`src/rtl/line_seq_pkg.sv`:
```
package line_seq_pkg;
  typedef enum logic [1:0] {
    LS_IDLE  = 2'd0,
    LS_SSIG  = 2'd1,
    LS_SRST  = 2'd2,
    LS_READ  = 2'd3
  } ls_state_t;
endpackage

```
`src/rtl/lrs_fs_filter.sv`:
```
module lrs_fs_filter #(
  parameter int FS_MIN = 3
) (
  input  logic clk,
  input  logic rst_n,
  input  logic frame_start_i,
  output logic fs_acc_o
);
  localparam int CW = $clog2(FS_MIN + 1);
  localparam logic [CW-1:0] SAT = CW'(FS_MIN);

  logic [CW-1:0] run_q, run_n;

  // accept on the FS_MIN-th consecutive high sample, once per pulse
  assign fs_acc_o = frame_start_i && (run_q == CW'(FS_MIN - 1));

  always_comb begin
    if (!frame_start_i)    run_n = '0;
    else if (run_q == SAT) run_n = run_q;
    else                   run_n = run_q + 1'b1;
  end

  always_ff @(posedge clk or negedge rst_n) begin
    if (!rst_n) run_q <= '0;
    else        run_q <= run_n;
  end

  AST_FS_ONCE: assert property (@(posedge clk) disable iff (!rst_n)
    fs_acc_o |=> !fs_acc_o);
  AST_FS_HIGH: assert property (@(posedge clk) disable iff (!rst_n)
    fs_acc_o |-> $past(frame_start_i));
endmodule

```
`src/rtl/lrs_gran_ce.sv`:
```
module lrs_gran_ce #(
  parameter int GRAN_W = 4
) (
  input  logic              clk,
  input  logic              rst_n,
  input  logic              restart_i,
  input  logic [GRAN_W-1:0] div_i,
  output logic              ce_o
);
  logic [GRAN_W-1:0] cnt_q, cnt_n;

  assign ce_o = (cnt_q == div_i);

  always_comb begin
    if (restart_i || ce_o) cnt_n = '0;
    else                   cnt_n = cnt_q + 1'b1;
  end

  always_ff @(posedge clk or negedge rst_n) begin
    if (!rst_n) cnt_q <= '0;
    else        cnt_q <= cnt_n;
  end

  AST_CE_SPACING: assert property (@(posedge clk) disable iff (!rst_n)
    (ce_o && !restart_i && div_i != '0 && $stable(div_i)) |=> !ce_o);
endmodule

```
`src/rtl/lrs_line_fsm.sv`:
```
module lrs_line_fsm
  import line_seq_pkg::*;
#(
  parameter int PIX_W   = 12,
  parameter int ROW_W   = 11,
  parameter int SIG_PER = 2,
  parameter int RST_PER = 2
) (
  input  logic             clk,
  input  logic             rst_n,
  input  logic             row_adv_i,
  input  logic             fs_acc_i,
  input  logic             ce_i,
  input  logic [PIX_W-1:0] pix_count_i,
  output logic             restart_o,
  output logic             samp_sig_o,
  output logic             samp_rst_o,
  output logic             line_sync_o,
  output logic             pix_valid_o,
  output logic [PIX_W-1:0] pix_idx_o,
  output logic [ROW_W-1:0] row_idx_o
);
  localparam int PH_MAX = (SIG_PER > RST_PER) ? SIG_PER : RST_PER;
  localparam int PH_W   = $clog2(PH_MAX + 1);
  localparam logic [PH_W-1:0] SIG_LAST = PH_W'(SIG_PER - 1);
  localparam logic [PH_W-1:0] RST_LAST = PH_W'(RST_PER - 1);

  ls_state_t        st_q, st_n;
  logic [PH_W-1:0]  ph_q, ph_n;
  logic [PIX_W-1:0] pix_q, pix_n;
  logic [ROW_W-1:0] row_q, row_n;
  logic             armed_q, armed_n;

  always_comb begin
    st_n      = st_q;
    ph_n      = ph_q;
    pix_n     = pix_q;
    row_n     = row_q;
    armed_n   = armed_q | row_adv_i;
    restart_o = 1'b0;
    unique case (st_q)
      LS_IDLE: begin
        if (armed_q && !row_adv_i) begin
          st_n      = LS_SSIG;
          ph_n      = '0;
          restart_o = 1'b1;
          armed_n   = 1'b0;
          row_n     = row_q + 1'b1;
        end
      end
      LS_SSIG: begin
        if (ce_i) begin
          if (ph_q == SIG_LAST) begin
            st_n = LS_SRST;
            ph_n = '0;
          end else begin
            ph_n = ph_q + 1'b1;
          end
        end
      end
      LS_SRST: begin
        if (ce_i) begin
          if (ph_q == RST_LAST) begin
            st_n  = LS_READ;
            ph_n  = '0;
            pix_n = '0;
          end else begin
            ph_n = ph_q + 1'b1;
          end
        end
      end
      LS_READ: begin
        if (pix_q == pix_count_i) begin
          st_n  = LS_IDLE;
          pix_n = '0;
        end else begin
          pix_n = pix_q + 1'b1;
        end
      end
      default: st_n = LS_IDLE;
    endcase
    if (fs_acc_i) row_n = '0;
  end

  always_ff @(posedge clk or negedge rst_n) begin
    if (!rst_n) begin
      st_q    <= LS_IDLE;
      ph_q    <= '0;
      pix_q   <= '0;
      row_q   <= '0;
      armed_q <= 1'b0;
    end else begin
      st_q    <= st_n;
      ph_q    <= ph_n;
      pix_q   <= pix_n;
      row_q   <= row_n;
      armed_q <= armed_n;
    end
  end

  assign samp_sig_o  = (st_q == LS_SSIG);
  assign samp_rst_o  = (st_q == LS_SRST);
  assign pix_valid_o = (st_q == LS_READ);
  assign line_sync_o = (st_q == LS_READ) && (pix_q == '0);
  assign pix_idx_o   = pix_q;
  assign row_idx_o   = row_q;

  AST_SUSPEND_HOLD: assert property (@(posedge clk) disable iff (!rst_n)
    (st_q == LS_IDLE && row_adv_i) |=> st_q == LS_IDLE);
  AST_RST_AFTER_SIG: assert property (@(posedge clk) disable iff (!rst_n)
    $rose(samp_rst_o) |-> $past(samp_sig_o));
  AST_VALID_AFTER_BLANK: assert property (@(posedge clk) disable iff (!rst_n)
    $rose(pix_valid_o) |-> ($past(samp_rst_o) && line_sync_o));
  AST_PIX_STEP: assert property (@(posedge clk) disable iff (!rst_n)
    (pix_valid_o && $past(pix_valid_o)) |-> pix_idx_o == $past(pix_idx_o) + 1'b1);
  AST_PIX_END: assert property (@(posedge clk) disable iff (!rst_n)
    (pix_valid_o && pix_idx_o == pix_count_i) |=> !pix_valid_o);
  AST_ROW_STEP: assert property (@(posedge clk) disable iff (!rst_n)
    ($rose(samp_sig_o) && !$past(fs_acc_i)) |-> row_idx_o == $past(row_idx_o) + 1'b1);
endmodule

```
`src/rtl/line_readout_seq.sv`:
```
module line_readout_seq #(
  parameter int PIX_W   = 12,
  parameter int ROW_W   = 11,
  parameter int GRAN_W  = 4,
  parameter int FS_MIN  = 3,
  parameter int SIG_PER = 2,
  parameter int RST_PER = 2
) (
  input  logic              clk,
  input  logic              rst_n,
  input  logic              frame_start_i,
  input  logic              row_adv_i,
  input  logic [GRAN_W-1:0] gran_div_i,
  input  logic [PIX_W-1:0]  pix_count_i,
  output logic              samp_sig_o,
  output logic              samp_rst_o,
  output logic              line_sync_o,
  output logic              pix_valid_o,
  output logic [PIX_W-1:0]  pix_idx_o,
  output logic [ROW_W-1:0]  row_idx_o
);
  logic fs_acc;
  logic gran_ce;
  logic gran_restart;

  lrs_fs_filter #(.FS_MIN(FS_MIN)) fs_i (
    .clk           (clk),
    .rst_n         (rst_n),
    .frame_start_i (frame_start_i),
    .fs_acc_o      (fs_acc)
  );

  lrs_gran_ce #(.GRAN_W(GRAN_W)) gce_i (
    .clk       (clk),
    .rst_n     (rst_n),
    .restart_i (gran_restart),
    .div_i     (gran_div_i),
    .ce_o      (gran_ce)
  );

  lrs_line_fsm #(
    .PIX_W   (PIX_W),
    .ROW_W   (ROW_W),
    .SIG_PER (SIG_PER),
    .RST_PER (RST_PER)
  ) fsm_i (
    .clk         (clk),
    .rst_n       (rst_n),
    .row_adv_i   (row_adv_i),
    .fs_acc_i    (fs_acc),
    .ce_i        (gran_ce),
    .pix_count_i (pix_count_i),
    .restart_o   (gran_restart),
    .samp_sig_o  (samp_sig_o),
    .samp_rst_o  (samp_rst_o),
    .line_sync_o (line_sync_o),
    .pix_valid_o (pix_valid_o),
    .pix_idx_o   (pix_idx_o),
    .row_idx_o   (row_idx_o)
  );

  AST_STROBE_EXCL: assert property (@(posedge clk) disable iff (!rst_n)
    $countones({samp_sig_o, samp_rst_o, pix_valid_o}) <= 1);
endmodule

```
`config.mk`:
```
export PLATFORM = sky130hd
export DESIGN_NAME = line_readout_seq
export DESIGN_NICKNAME = d
export VERILOG_FILES = /design/src/rtl/line_seq_pkg.sv /design/src/rtl/lrs_fs_filter.sv /design/src/rtl/lrs_gran_ce.sv /design/src/rtl/lrs_line_fsm.sv /design/src/rtl/line_readout_seq.sv
export SDC_FILE = /design/constraint.sdc
export NUM_CORES = 1
export LEC_CHECK = 0
export ABC_CLOCK_PERIOD_IN_PS = 3500
export BUFFER_PORTS_ARGS = -buffer_cell sky130_fd_sc_hd__buf_2
export CAP_MARGIN = 20
export CORE_MARGIN = 5
export CORE_UTILIZATION = 57
export CTS_CLUSTER_SIZE = 40
export DETAILED_ROUTE_END_ITERATION = 8
export GPL_ROUTABILITY_DRIVEN = 0
export PLACE_DENSITY = 0.84
export SLEW_MARGIN = 5
export SYNTH_ARGS = -nofsm -noshare
export SYNTH_HDL_FRONTEND = slang
export SYNTH_HIERARCHICAL = 1
export SYNTH_SLANG_ARGS = --single-unit
```
`constraint.sdc`:
```
create_clock -name clk -period 3.5 [get_ports clk]
set_clock_uncertainty 0.05 [all_clocks]
set_input_delay 0.175 -clock clk [delete_from_list [all_inputs] [get_ports clk]]
set_output_delay 0.175 -clock clk [all_outputs]
set_load 0.02 [all_outputs]
```
==> flow_metrics.py <==
metrics = {
    "worst_hold_path": {
        "hp-class": "primary input to flop",
    },
    "final_layout": {
        "layout-drive-gt1-share_pct": 26.14,
        "regArea_um2": 850.8,
        "multiInputGateArea_um2": 1089,
        "nets": 270,
        "antenna_cells": 0,
        "area_growth_pct": 17.87,
        "fillCellCount": 296,
    },
    "timing": {
        "rsz0062_at_grt": "false",
        "fin_setup_tns_ns": 0,
        "slew_violations": 0,
        "final-hold-violation-count": 0,
        "fin_crit_ns": 2.336,
        "slew-limit-headroom_pct": 51.41,
        "tightestPinTransition_ns": 0.7288,
        "fin_crit_sh_pct": 66.74,
        "hold_ws_ns": 0.02124,
        "finalSetupViolCount": 0,
        "timing.fmax_mhz": 428.1,
    },
    "die": {
        "die_y_um": 69.17,
        "rows": 21,
        "die_area_um2": 4784,
        "initial_core_util_pct": 59.34,
        "core_um2": 3363,
        "ioPinCount": 47,
        "die_w_um": 69.17,
    },
    "global_route": {
        "grt_pass1_vias": 1583,
        "antenna_found_initial": 0,
        "track_usage_pct": 18.81,
        "grt_start_max_net_pins": 35,
        "grt-ovfl-total": 0,
        "grt_pass1_wl_um": 7341,
    },
    "synthesis": {
        "syn_nets": 220,
        "synth.most_common_cell": "dfrtp_1",
        "syn_avg_cell_area_um2": 10.50,
        "ys_types": 41,
        "synthTopCellsByCount": "dfrtp_1, nor2_1, xnor2_1, xor2_1, ha_1",
        "ys_ff_latch": 34,
        "synth_area_leaders": "dfrtp_1, xnor2_1, xor2_1",
        "ys_warn_count": 6,
        "synth-edff-count": 0,
        "ys_seq_area_share_pct": 42.63,
        "syn_area_um2": 1996,
        "synth_top_area_share_pct": 42.63,
        "yosysTopAreaCell": "dfrtp_1",
        "syn_inst": 190,
        "synth-main-ff-cell": "dfrtp_1",
        "async_flop_share_pct": 100.0,
    },
    "route": {
        "via_count": 1541,
        "wire_per_inst_um": 14.56,
        "ant_nets": 0,
        "drtPass1Iterations": 4,
        "totalWireLength_um": 4179,
        "first_iter_violations": 81,
        "avgViaCountPerCell": 5.369,
        "drc": 0,
    },
    "setup_path": {
        "cp.arrival_ns": 2.57,
        "cpPeakStageDelay_ns": 0.48,
        "crit_buf_inv": 0,
        "cp_top_family": "simple AND/OR/NAND/NOR gates",
        "path_class": "flop to flop",
        "slowest_stage": "nor4_4",
        "critPathLaunchType": "flop",
        "endpoint_kind": "flop",
        "critPathMaxFanout": 8,
        "required_ns": 3.73,
        "reg2reg_slack_ns": 1.16,
        "worstPathCellList": "xor2_1 > nor4_4 > and3b_1 > mux2i_1 > or3_1 > a21oi_1 > a21o_1",
    },
    "status": {
        "outcome": "finished clean",
    },
    "cts": {
        "tritoncts": "built",
        "h-tree-depth": 2,
        "cts-resized-gates": 0,
        "path_clk_slew_ns": 0.10,
        "clock-sinks": 34,
        "cts_buffers": 5,
        "cts_setup_buffers": 0,
        "insertion_delay_ns": 0.33,
        "root_buffer": "clkbuf_4",
        "clockBufferDepth": 2,
        "holdBufCountCts": 2,
    },
    "pwr": {
        "clockPowerShare_pct": 18.5,
        "internal-power_w": 0.0008704,
        "combPwrFrac_pct": 43.1,
        "peakVddDrop_v": 0.0003823,
        "power.leakage_nw": 1.182,
        "sw_frac_of_total_pct": 39.50,
        "power_density_nw_per_um2": 611.7,
        "seq_power_share_pct": 38.4,
        "switchingPower_w": 0.0005684,
    },
    "job": {
        "cap_violations": 0,
    },
    "placement": {
        "hpwl_um": 3097,
        "port_buffers": 46,
    },
}
[routing by layer]
metal	global-route usage [%]	wire length (um)
met5	0	0
met4	7.809	72
met3	5.942	219
met2	29.66	2009
met1	23.80	1877
[cell type report]
cell class / instances / share of cell area (%)
clock buffer: 8 / 3.351
inverter: 7 / 1.117
multi-input combinational: 144 / 46.28
sequential: 34 / 36.17
tap: 46 / 2.447
timing repair buffer: 48 / 10.64
[flip-flops by register name (all words and copies together), names as in the netlist]
name / flops
fsm_i/pix_idx_o: 12
fsm_i/row_idx_o: 11
gce_i/cnt_q: 4
fs_i/run_q: 2
fsm_i/ph_q: 2
fsm_i/st_q: 2
fsm_i/armed_q: 1
[cells by family after synthesis]
family	count (synthesis)	synth area share, %
DFF	34	42.63
and+or+nand+nor	73	20.82
buffers and inverters	12	2.821
muxes	6	3.323
xor gates and xnor gates	35	15.74
adders and majority gates	10	6.270
AOI/OAI and AO/OA	20	8.401
[through the flow]
step                      total power [W]  utilization, %  instances  setup slack (ns)  instance area [um2]
after floorplan                  0.001030               -        190             1.435                 1996
after global placement           0.001161           67.00        277             1.319                 2253
after detailed placement         0.001180           67.00        277             1.225                 2253
after CTS                        0.001455           69.94        287             1.157                 2352
after global routing             0.001553           69.94        287             1.025                 2352
final                            0.001439           69.94        287             1.164                 2352
[power groups by stage]
| stage | registers (W) | logic, W | clock network [W] |
|---|---|---|---|
| final | 0.000553 | 0.000621 | 0.000266 |
| after global routing | 0.000567 | 0.000694 | 0.000292 |
| after CTS | 0.000553 | 0.000629 | 0.000273 |
| after detailed placement | 0.000560 | 0.000620 | 0 |
| after global placement | 0.000555 | 0.000606 | 0 |
| after floorplan | 0.000573 | 0.000457 | 0 |
[placed cells by master (no fill, tap or decap), drive strengths merged, types with 5 or more instances in the layout]
cell type  netlist  routed
nand2            8       8
clkbuf           1       8
ha              10      10
nand4           10      10
xor2            17      17
nor2            20      20
inv              7       7
dfrtp           34      34
nand3            5       5
and3             7       7
xnor2           18      18
o21ai            8       8
buf              4      46
[final timing paths]
kind,cells past startpoint,endpoint,startpoint
worst min-delay path,2,fs_i/run_q[0]$_DFFE_PN0P_,frame_start_i
worst max-delay path,7,fsm_i/pix_idx_o[4]$_DFFE_PN0P_,gce_i/cnt_q[1]$_DFF_PN0_
worst min register to register,1,fsm_i/armed_q$_DFF_PN0_,fsm_i/armed_q$_DFF_PN0_
max in group asynchronous,2,fsm_i/pix_idx_o[5]$_DFFE_PN0P_,rst_n
worst max register to register,7,fsm_i/pix_idx_o[4]$_DFFE_PN0P_,gce_i/cnt_q[1]$_DFF_PN0_
min in group asynchronous,2,gce_i/cnt_q[3]$_DFF_PN0_,rst_n
Note: power is estimated with default switching activity, not from simulation.
